### config.mk
export PLATFORM = sky130hd
export DESIGN_NAME = serial_rx_packer
export DESIGN_NICKNAME = d
export VERILOG_FILES = /design/src/rtl/rxp_pkg.sv /design/src/rtl/rxp_bit_shifter.sv /design/src/rtl/rxp_word_packer.sv /design/src/rtl/rxp_byte_tally.sv /design/src/rtl/serial_rx_packer.sv
export SDC_FILE = /design/constraint.sdc
export NUM_CORES = 1
export LEC_CHECK = 0
export ABC_CLOCK_PERIOD_IN_PS = 6380
export BUFFER_PORTS_ARGS = -buffer_cell sky130_fd_sc_hd__buf_2
export CAP_MARGIN = 20
export CORE_AREA = 2 2 127 129
export DETAILED_ROUTE_END_ITERATION = 16
export DIE_AREA = 0 0 129 131
export SLEW_MARGIN = 30
export SYNTH_ARGS = -nofsm -noshare
export SYNTH_HDL_FRONTEND = slang
export SYNTH_SLANG_ARGS = --single-unit
### constraint.sdc
create_clock -name clk -period 6.38 [get_ports clk]
set_input_delay 0.319 -clock clk [delete_from_list [all_inputs] [get_ports clk]]
set_output_delay 0.319 -clock clk [all_outputs]
set_load 0.01 [all_outputs]
### src/rtl/rxp_pkg.sv
package rxp_pkg;
  typedef enum logic {
    RX_WAIT = 1'b0,
    RX_BUSY = 1'b1
  } rx_state_e;
endpackage

### src/rtl/rxp_bit_shifter.sv
module rxp_bit_shifter
  import rxp_pkg::*;
#(
  parameter int   BYTE_BITS  = 8,
  parameter int   IDLE_BITS  = 8,
  parameter logic IDLE_LEVEL = 1'b1
) (
  input  logic                 clk,
  input  logic                 rst_n,
  input  logic                 rx_en,
  input  logic                 bit_en,
  input  logic                 rx_line,
  output logic                 byte_stb,
  output logic [BYTE_BITS-1:0] byte_val,
  output logic                 frame_end
);
  localparam int BIT_W  = $clog2(BYTE_BITS);
  localparam int IDLE_W = $clog2(IDLE_BITS + 1);

  rx_state_e          state_q, state_d;
  logic [BIT_W-1:0]     bit_cnt_q, bit_cnt_d;
  logic [IDLE_W-1:0]    run_q, run_d;
  logic [BYTE_BITS-1:0] shreg_q, shreg_d;

  logic take, is_idle, last_bit, busy;

  always_comb begin
    take      = bit_en && rx_en;
    is_idle   = (rx_line == IDLE_LEVEL);
    busy      = (state_q == RX_BUSY);
    last_bit  = (bit_cnt_q == BIT_W'(BYTE_BITS - 1));
    frame_end = take && busy && is_idle && (run_q == IDLE_W'(IDLE_BITS - 1));
    byte_val  = {rx_line, shreg_q[BYTE_BITS-1:1]};
    byte_stb  = take && busy && last_bit && !frame_end;
  end

  always_comb begin
    state_d   = state_q;
    bit_cnt_d = bit_cnt_q;
    run_d     = run_q;
    shreg_d   = shreg_q;
    if (!rx_en) begin
      state_d   = RX_WAIT;
      bit_cnt_d = '0;
      run_d     = '0;
      shreg_d   = '0;
    end else if (bit_en) begin
      if (!busy) begin
        if (!is_idle) begin
          state_d   = RX_BUSY;
          shreg_d   = {rx_line, {(BYTE_BITS-1){1'b0}}};
          bit_cnt_d = BIT_W'(1);
          run_d     = '0;
        end
      end else if (frame_end) begin
        state_d   = RX_WAIT;
        bit_cnt_d = '0;
        run_d     = '0;
        shreg_d   = '0;
      end else begin
        shreg_d   = byte_val;
        bit_cnt_d = last_bit ? '0 : bit_cnt_q + BIT_W'(1);
        run_d     = is_idle ? run_q + IDLE_W'(1) : '0;
      end
    end
  end

  always_ff @(posedge clk or negedge rst_n) begin
    if (!rst_n) begin
      state_q   <= RX_WAIT;
      bit_cnt_q <= '0;
      run_q     <= '0;
      shreg_q   <= '0;
    end else begin
      state_q   <= state_d;
      bit_cnt_q <= bit_cnt_d;
      run_q     <= run_d;
      shreg_q   <= shreg_d;
    end
  end

  // the idle run is always caught before it reaches the limit
  assert_idle_run_bound_R4: assert property (@(posedge clk) disable iff (!rst_n)
    run_q < IDLE_W'(IDLE_BITS));

  // an idle-level bit while waiting does not start a message
  assert_wait_on_idle_R8: assert property (@(posedge clk) disable iff (!rst_n)
    (state_q == RX_WAIT && rx_en && bit_en && rx_line == IDLE_LEVEL) |=> state_q == RX_WAIT);

  // disabled receiver returns to waiting
  assert_disable_waits_R10: assert property (@(posedge clk) disable iff (!rst_n)
    !rx_en |=> state_q == RX_WAIT);
endmodule

### src/rtl/rxp_word_packer.sv
module rxp_word_packer #(
  parameter int BYTE_BITS  = 8,
  parameter int WORD_BYTES = 4
) (
  input  logic                            clk,
  input  logic                            rst_n,
  input  logic                            rx_en,
  input  logic                            byte_stb,
  input  logic [BYTE_BITS-1:0]            byte_val,
  input  logic                            frame_end,
  output logic                            fifo_wr,
  output logic [BYTE_BITS*WORD_BYTES-1:0] fifo_data
);
  localparam int WORD_W = BYTE_BITS * WORD_BYTES;
  localparam int LANE_W = $clog2(WORD_BYTES);

  logic [WORD_W-1:0] acc_q, acc_d, acc_fill;
  logic [LANE_W-1:0] lane_q, lane_d;
  logic              wr_q, wr_d;
  logic [WORD_W-1:0] data_q, data_d;
  logic              word_full, flush;

  for (genvar g = 0; g < WORD_BYTES; g++) begin : g_lane
    always_comb begin
      if (byte_stb && lane_q == LANE_W'(g))
        acc_fill[g*BYTE_BITS +: BYTE_BITS] = byte_val;
      else
        acc_fill[g*BYTE_BITS +: BYTE_BITS] = acc_q[g*BYTE_BITS +: BYTE_BITS];
    end
  end

  always_comb begin
    word_full = byte_stb && (lane_q == LANE_W'(WORD_BYTES - 1));
    flush     = frame_end && (lane_q != '0);
  end

  always_comb begin
    acc_d  = acc_q;
    lane_d = lane_q;
    wr_d   = 1'b0;
    data_d = data_q;
    if (!rx_en) begin
      acc_d  = '0;
      lane_d = '0;
    end else if (word_full) begin
      wr_d   = 1'b1;
      data_d = acc_fill;
      acc_d  = '0;
      lane_d = '0;
    end else if (byte_stb) begin
      acc_d  = acc_fill;
      lane_d = lane_q + LANE_W'(1);
    end else if (flush) begin
      wr_d   = 1'b1;
      data_d = acc_q;
      acc_d  = '0;
      lane_d = '0;
    end
  end

  always_ff @(posedge clk or negedge rst_n) begin
    if (!rst_n) begin
      acc_q  <= '0;
      lane_q <= '0;
      wr_q   <= 1'b0;
      data_q <= '0;
    end else begin
      acc_q  <= acc_d;
      lane_q <= lane_d;
      wr_q   <= wr_d;
      data_q <= data_d;
    end
  end

  assign fifo_wr   = wr_q;
  assign fifo_data = data_q;

  // a pending partial word is flushed at message end
  assert_flush_partial_R6: assert property (@(posedge clk) disable iff (!rst_n)
    (frame_end && lane_q != '0) |=> (fifo_wr && lane_q == '0));

  // a one-byte partial word has empty upper lanes
  assert_upper_zero_R7: assert property (@(posedge clk) disable iff (!rst_n)
    (frame_end && lane_q == LANE_W'(1)) |=> fifo_data[WORD_W-1:BYTE_BITS] == '0);

  // writes are single-cycle pulses
  assert_single_write_R2: assert property (@(posedge clk) disable iff (!rst_n)
    fifo_wr |=> !fifo_wr);

  // no write follows a disabled cycle
  assert_abort_no_write_R10: assert property (@(posedge clk) disable iff (!rst_n)
    !rx_en |=> !fifo_wr);
endmodule

### src/rtl/rxp_byte_tally.sv
module rxp_byte_tally #(
  parameter int CNT_W = 16
) (
  input  logic             clk,
  input  logic             rst_n,
  input  logic             rx_en,
  input  logic             byte_stb,
  input  logic             frame_end,
  input  logic             done_clr,
  output logic [CNT_W-1:0] byte_count,
  output logic             rx_done
);
  logic [CNT_W-1:0] cnt_q, cnt_d;
  logic [CNT_W-1:0] cnt_reg_q, cnt_reg_d;
  logic             done_q, done_d;

  always_comb begin
    cnt_d     = cnt_q;
    cnt_reg_d = cnt_reg_q;
    if (!rx_en) begin
      cnt_d = '0;
    end else if (frame_end) begin
      cnt_reg_d = cnt_q;
      cnt_d     = '0;
    end else if (byte_stb) begin
      cnt_d = cnt_q + CNT_W'(1);
    end
  end

  always_comb begin
    done_d = done_q;
    if (rx_en && frame_end)
      done_d = 1'b1;
    else if (done_clr)
      done_d = 1'b0;
  end

  always_ff @(posedge clk or negedge rst_n) begin
    if (!rst_n) begin
      cnt_q     <= '0;
      cnt_reg_q <= '0;
      done_q    <= 1'b0;
    end else begin
      cnt_q     <= cnt_d;
      cnt_reg_q <= cnt_reg_d;
      done_q    <= done_d;
    end
  end

  assign byte_count = cnt_reg_q;
  assign rx_done    = done_q;

  // each byte steps the running counter by one
  assert_count_step_R1: assert property (@(posedge clk) disable iff (!rst_n)
    (rx_en && byte_stb) |=> cnt_q == $past(cnt_q) + CNT_W'(1));

  // message end latches the count, clears the counter, sets done
  assert_end_latch_R5: assert property (@(posedge clk) disable iff (!rst_n)
    frame_end |=> (rx_done && byte_count == $past(cnt_q) && cnt_q == '0));

  // done is sticky without a clear
  assert_done_sticky_R9: assert property (@(posedge clk) disable iff (!rst_n)
    (rx_done && !done_clr) |=> rx_done);

  // a clear drops done and keeps the count register
  assert_clear_keeps_count_R9: assert property (@(posedge clk) disable iff (!rst_n)
    (done_clr && !frame_end) |=> (!rx_done && $stable(byte_count)));

  // disabled receiver restarts its counter
  assert_abort_clears_R10: assert property (@(posedge clk) disable iff (!rst_n)
    !rx_en |=> (cnt_q == '0 && $stable(byte_count)));
endmodule

### src/rtl/serial_rx_packer.sv
module serial_rx_packer #(
  parameter int   BYTE_BITS  = 8,
  parameter int   WORD_BYTES = 4,
  parameter int   IDLE_BITS  = 8,
  parameter int   CNT_W      = 16,
  parameter logic IDLE_LEVEL = 1'b1,
  localparam int  WORD_W     = BYTE_BITS * WORD_BYTES
) (
  input  logic              clk,
  input  logic              rst_n,
  input  logic              rx_en,
  input  logic              bit_en,
  input  logic              rx_line,
  input  logic              done_clr,
  output logic              fifo_wr,
  output logic [WORD_W-1:0] fifo_data,
  output logic [CNT_W-1:0]  byte_count,
  output logic              rx_done
);
  logic [1:0]           rst_sync_q;
  logic                 rst_int_n;
  logic                 byte_stb;
  logic [BYTE_BITS-1:0] byte_val;
  logic                 frame_end;

  always_ff @(posedge clk or negedge rst_n) begin
    if (!rst_n) rst_sync_q <= 2'b00;
    else        rst_sync_q <= {rst_sync_q[0], 1'b1};
  end
  assign rst_int_n = rst_sync_q[1];

  rxp_bit_shifter #(
    .BYTE_BITS (BYTE_BITS),
    .IDLE_BITS (IDLE_BITS),
    .IDLE_LEVEL(IDLE_LEVEL)
  ) u_shift (
    .clk      (clk),
    .rst_n    (rst_int_n),
    .rx_en    (rx_en),
    .bit_en   (bit_en),
    .rx_line  (rx_line),
    .byte_stb (byte_stb),
    .byte_val (byte_val),
    .frame_end(frame_end)
  );

  rxp_word_packer #(
    .BYTE_BITS (BYTE_BITS),
    .WORD_BYTES(WORD_BYTES)
  ) u_pack (
    .clk      (clk),
    .rst_n    (rst_int_n),
    .rx_en    (rx_en),
    .byte_stb (byte_stb),
    .byte_val (byte_val),
    .frame_end(frame_end),
    .fifo_wr  (fifo_wr),
    .fifo_data(fifo_data)
  );

  rxp_byte_tally #(
    .CNT_W(CNT_W)
  ) u_tally (
    .clk       (clk),
    .rst_n     (rst_int_n),
    .rx_en     (rx_en),
    .byte_stb  (byte_stb),
    .frame_end (frame_end),
    .done_clr  (done_clr),
    .byte_count(byte_count),
    .rx_done   (rx_done)
  );

  // a write never appears without an enabled receiver one cycle earlier
  assert_write_needs_enable_R2: assert property (@(posedge clk) disable iff (!rst_int_n)
    fifo_wr |-> $past(rx_en));
endmodule

# After elaboration in Yosys (flattened, before gate mapping)
# Cells that the tools add are included.
# op_classes
n_reduce_logical,20
add_sub_neg,4
n_eq_ne,10
n_mux,46
# ops
op,count
32-bit two-way mux,7
8-bit two-way mux,9
16-bit two-way mux,3
4-bit two-way mux,6
3-bit two-way mux,6
"16-bit by 1-bit adder with 16-bit output, second input constant",1
1-bit logical AND,12
1-bit two-way mux,11
2-bit two-way mux,4
2-bit nonzero test,3
"4-bit by 1-bit adder with 4-bit output, second input constant",1
"2-bit equality test, second input constant",2
"4-bit by 3-bit equality test with 1-bit output, second input constant",1
"4-bit by 1-bit != test with 1-bit output, second input constant",1
2-bit AND reduction,2
"3-bit by 1-bit adder with 3-bit output, second input constant",1
"3-bit equality test, second input constant",1
"3-bit by 1-bit != test with 1-bit output, second input constant",1
"3-bit by 2-bit != test with 1-bit output, second input constant",1
3-bit AND reduction,1
"2-bit by 1-bit adder with 2-bit output, second input constant",1
"2-bit by 1-bit equality test with 1-bit output, second input constant",1
2-bit logical NOT,1
"2-bit by 1-bit != test with 1-bit output, second input constant",1
other kinds (2),2
# word_totals
word_cells,92
register_bits,118
in_bits,6

# Logic depth before layout (Yosys ltp)
# logic_depth
depth_word,11
ltp_mapped,8

# Modules after synthesis
# A second synthesis with hierarchy kept.
# unflattened
hier_cells,404
area_unflattened_um2,5251.3
# modules_own_cells
mod,area_each_um2,instances,seq_area_each_um2,cells_each
rxp_word_packer,2971.6,1,1676.6,202
rxp_byte_tally,1458.9,1,825.8,132
rxp_bit_shifter,767.0,1,375.4,67
serial_rx_packer,53.8,1,50.0,3

# Worst setup path before layout
# No wires, ideal clock.
# synth_path
path_kind,register to register
from,register u_shift.run_q[0]
to,register u_pack.data_q[10] (netlist: u_pack.fifo_data[10])
slack_ns,4.258
n_path_buf,2
path_stages_with_launch,8
setup_time_ns,0.125
arrival_time_ns,1.997
cell_sequence,dfrtp_1 > ha_1 > nand4b_1 > clkbuf_1 > and4_1 > buf_2 > mux2_2 > mux2_2
# synth_via
elab_chain_len,7
elab_cells_between_ends,12
# synth_rtl
item,line_no,text
from (decl),rxp_bit_shifter.sv:22,"logic [IDLE_W-1:0] run_q, run_d;"
from (signal assigned),rxp_bit_shifter.sv:77,run_q <= run_d;
4-bit by 3-bit equality test with 1-bit output *,rxp_bit_shifter.sv:32,frame_end = take && busy && is_idle && (run_q == IDLE_W'(IDLE_BITS - 1));
1-bit logical AND *,rxp_bit_shifter.sv:32,
1-bit logical NOT,rxp_bit_shifter.sv:34,byte_stb = take && busy && last_bit && !frame_end;
1-bit logical AND,rxp_bit_shifter.sv:34,
"1-bit logical AND, on equally long branches","rxp_word_packer.sv:33, rxp_word_packer.sv:25",
"2-bit != test (no source line), or another cell as far along",--,
3-bit AND reduction (no source line) / 32-bit two-way mux (equally long branches),--,
to (signal assigned),rxp_word_packer.sv:71,data_q <= data_d;
to (decl),rxp_word_packer.sv:20,"logic [WORD_W-1:0] data_q, data_d;"
# Mark *: on every way between the ends. The rest lies on a longest branch, timed or not.
# A chain may end at the register's enable or synchronous reset.

# Worst setup path in the final report
# layout_path
from,register u_shift.run_q[0]
to,register u_pack.acc_q[29]
# layout_via
elab_chain_len,9
elab_cells_between_ends,11
# layout_rtl
item,line_no,text
4-bit by 3-bit equality test with 1-bit output *,rxp_bit_shifter.sv:32,
1-bit logical AND *,rxp_bit_shifter.sv:32,
1-bit logical NOT,rxp_bit_shifter.sv:34,
1-bit logical AND,rxp_bit_shifter.sv:34,
1-bit logical AND,"rxp_word_packer.sv:25, rxp_word_packer.sv:33",
8-bit two-way mux,rxp_word_packer.sv:25,if (byte_stb && lane_q == LANE_W'(g))
32-bit two-way mux,rxp_word_packer.sv:50,end else if (byte_stb) begin
32-bit two-way mux,rxp_word_packer.sv:45,end else if (word_full) begin
32-bit two-way mux,rxp_word_packer.sv:42,if (!rx_en) begin
to (signal assigned),rxp_word_packer.sv:63,acc_q <= '0;
to (signal assigned),rxp_word_packer.sv:68,acc_q <= acc_d;
to (decl),rxp_word_packer.sv:17,"logic [WORD_W-1:0] acc_q, acc_d, acc_fill;"
# Marked as above.

==> summary.txt <==
Worst setup path
  • Crit path max fanout: 33
  • Crit path arrival time: 2.85 ns
  • CP Class: reg -> reg
  • Required time worst endpoint: 6.72 ns
  • CP Capture Type: flop
  • CP Cell Sequence: ha_1 > nand4b_1 > mux2i_2 > buf_4 > a31oi_1 > and2_1
  • Crit path depth: 6
  • CP max stage delay: 0.59 ns
  • Reg2Reg Depth: 6
  • Setup crit start: u_shift.run_q[0]
  • Reg2Reg Setup Slack: 3.87 ns
  • Worst r2r src: u_shift.run_q[0]
  • Worst path bufs/invs: 1
  • Top cell family by delay on the critical path: simple AND/OR/NAND/NOR gates
  • Startpoint types: flop
  • Slowest-stage cell, CP: a31oi_1
  • RR Endpoint: u_pack.acc_q[29]

Placement
  • RD Place Congestion: 0.7796
  • Place WS: 3.887 ns
  • IO buf count: 55
  • Hpwl dp: 7860 microns
  • Placed Area: 5757 sq um
  • Placed cell count: 708

Outcome
  • Status: finished clean

Global route
  • Vias in the first global route: 3,718
  • Antenna violations before repair: 0
  • Grt total ovfl: 0
  • Largest net degree at the start of global routing: 60
  • First-pass GRT wire length: 19,400 microns
  • All-layer global routing usage: 14.97%

Power and ir drop
  • Overall power: 1.758 mW
  • Sw Ratio: 20.09%
  • Pwr dens: 275.5 nW/um^2
  • Register share of total power: 42.9%
  • Clock power share: 55.4%
  • Cell internal pwr: 1.405 mW
  • Worst-case vdd ir drop: 184.7 uV
  • Leakage power: 3.147 nW
  • Logic pwr share: 1.7%
  • Switching pwr: 0.3533 mW

Synth
  • Syn Nets: 480
  • Post-Syn Instances: 466
  • Netlist cell types: 43
  • Async S/R FF share, synth: 100.0%
  • Synth Area per Inst: 11.40 sq um
  • Syn. warnings: 0
  • Most frequent cell after synthesis: dfrtp_1
  • Post-Syn Area: 5314 sq um
  • Synth top area share: 55.10%
  • Number of synthesized register bits: 117
  • Area contributors post-synth: dfrtp_1, mux2_2, mux2i_1
  • Area leader, netlist: dfrtp_1
  • Commonest cells in the netlist: dfrtp_1, mux2_2, a21oi_1, nor2_1, o21ai_0
  • Post-synth EDFFs: 0
  • Register area share after synthesis: 55.10%
  • Predominant post-synthesis flop cell: dfrtp_1

Final layout
  • Post-route design area: 6384 sq um
  • N_diodes: 0
  • Share of cells above drive strength 1: 27.81%
  • Area Overhead vs Synth: 20.13%
  • Finished Layout Cells: 741
  • Final Net Count: 526
  • Core Util, Final: 40.93%

STA
  • Slew @ Worst Pin: 0.8449 ns
  • Endpoints failing setup: 0
  • Hold_ws: 0.1026 ns
  • RSZ-0062 raised after global routing: no
  • Final WS setup: 3.873 ns
  • Max-slew violations: 0
  • Final period util: 39.29%
  • Max Freq: 398.9 MHz
  • Fin. Hold Viols: 0
  • Setup Skew: 0.006765 ns
  • Post-route setup TNS: 0 ns
  • Slew margin rel.: 43.46%
  • Min Tclk post-route: 2.507 ns

Drt
  • ANT nets after route: 0
  • Detailed Route WL: 11,810 microns
  • DRC Markers: 0
  • Total number of vias: 3,784
  • TritonRoute pass-1 iters: 4
  • Wire per inst: 15.94 microns
  • First DRT Iteration DRCs: 282
  • Drt via density: 5.107

Floorplan
  • Die Ht: 131 microns
  • Die W: 129 microns
  • Number of core rows: 46
  • Initial Util: 34.07%
  • I/O pins: 56
  • Area of the core: 15,600 sq um
  • Area of the die: 16,900 sq um

Hold path
  • Worst Hold Class: in -> reg
  • Hold path start: done_clr
  • WHS Endpoint: u_tally.rx_done
  • WHS Path Cells: 2

CTS
  • Sink Count: 117
  • CTS clk-pin slew, worst paths: 0.05 ns
  • CTS H-Tree Depth: 4
  • Clk Latency, worst-skew pair: 0.41 ns
  • Root Buffer Master: clkbuf_16
  • CTS tree: done
  • Max clock buf depth: 2
  • CTS buffer count: 17
  • Post-CTS Repair Setup Buffers: 0

Job
  • Max cap viols: 0
-- cells by family after synthesis --
family	after synthesis	synth area share (%)
and+or+nand+nor	97	10.15
xor gates and xnor gates	6	0.9889
muxes	67	13.77
AOI/OAI and AO/OA	113	13.66
DFF	117	55.10
other	1	0.07057
buffers and inverters	57	4.379
adders and majority gates	8	1.884
-- cells in the final DEF, fill, tap and decap left out, types with 4 or more instances in the layout --
master     count
a21oi_1       26
a22o_1         8
a22oi_1       14
a31oi_1       18
a32o_1        10
and2_1         9
buf_2         55
buf_4          5
clkbuf_16     17
clkbuf_8       4
dfrtp_1      116
ha_1           8
inv_1         23
mux2_2        46
mux2i_1       20
nand2_1       16
nand3_1        9
nand4_1        6
nor2_1        26
nor3_1         4
o211ai_1       4
o21ai_0       27
or3_1          6
xnor2_1        4
-- metal layers --
metal / routed length, microns / GRT usage (%) / up-vias
met4: 138 / 4.987 / 0
li1: - / - / 1779
met1: 5517 / 19.72 / 1917
met2: 5670 / 23.69 / 73
met5: 0 / 0 / -
met3: 487 / 4.560 / 15
-- power groups by stage --
stage          logic, mW  registers (mW)  clock network, mW
3_3_place_gp      0.0277           0.767                  0
3_5_place_dp      0.0287           0.768                  0
6_report          0.0292           0.754              0.975
4_1_cts           0.0293           0.755              0.996
2_1_floorplan     0.0157           0.769                  0
5_1_grt           0.0333           0.756               1.03
-- flip-flops by register name, indices dropped and copies added (netlist names) --
register and cells:
rst_sync_q 2, u_pack.acc_q 32, u_pack.fifo_data 32, u_pack.fifo_wr 1, u_pack.lane_q 2, u_shift.bit_cnt_q 3, u_shift.busy 1, u_shift.run_q 4
u_shift.shreg_q 7, u_tally.byte_count 16, u_tally.cnt_q 16, u_tally.rx_done 1
-- cell type report --
class / instances / area [sq um]
Timing Repair Buffer: 61 / 322.8
Clock inverter: 8 / 121.4
Inverter: 23 / 86.33
Multi-Input combinational cell: 292 / 2160
Clock buffer: 24 / 491.7
Fill cell: 1497 / 9214
Sequential cell: 117 / 2932
Tap cell: 216 / 270.3
-- what timing repair did --
item,4_1_cts,5_1_grt
gates resized for setup,0,0
hold endpoints to repair,2,0
hold buffers,1,0
-- worst max path at each step --
stage	endpoint
2_1_floorplan	u_pack.acc_q[0]
3_3_place_gp	u_tally.byte_count[12]
3_5_place_dp	u_pack.fifo_data[26]
4_1_cts	u_pack.fifo_data[26]
5_1_grt	u_pack.acc_q[29]
6_report	u_pack.acc_q[29]
(Power assumes the default switching activity.)
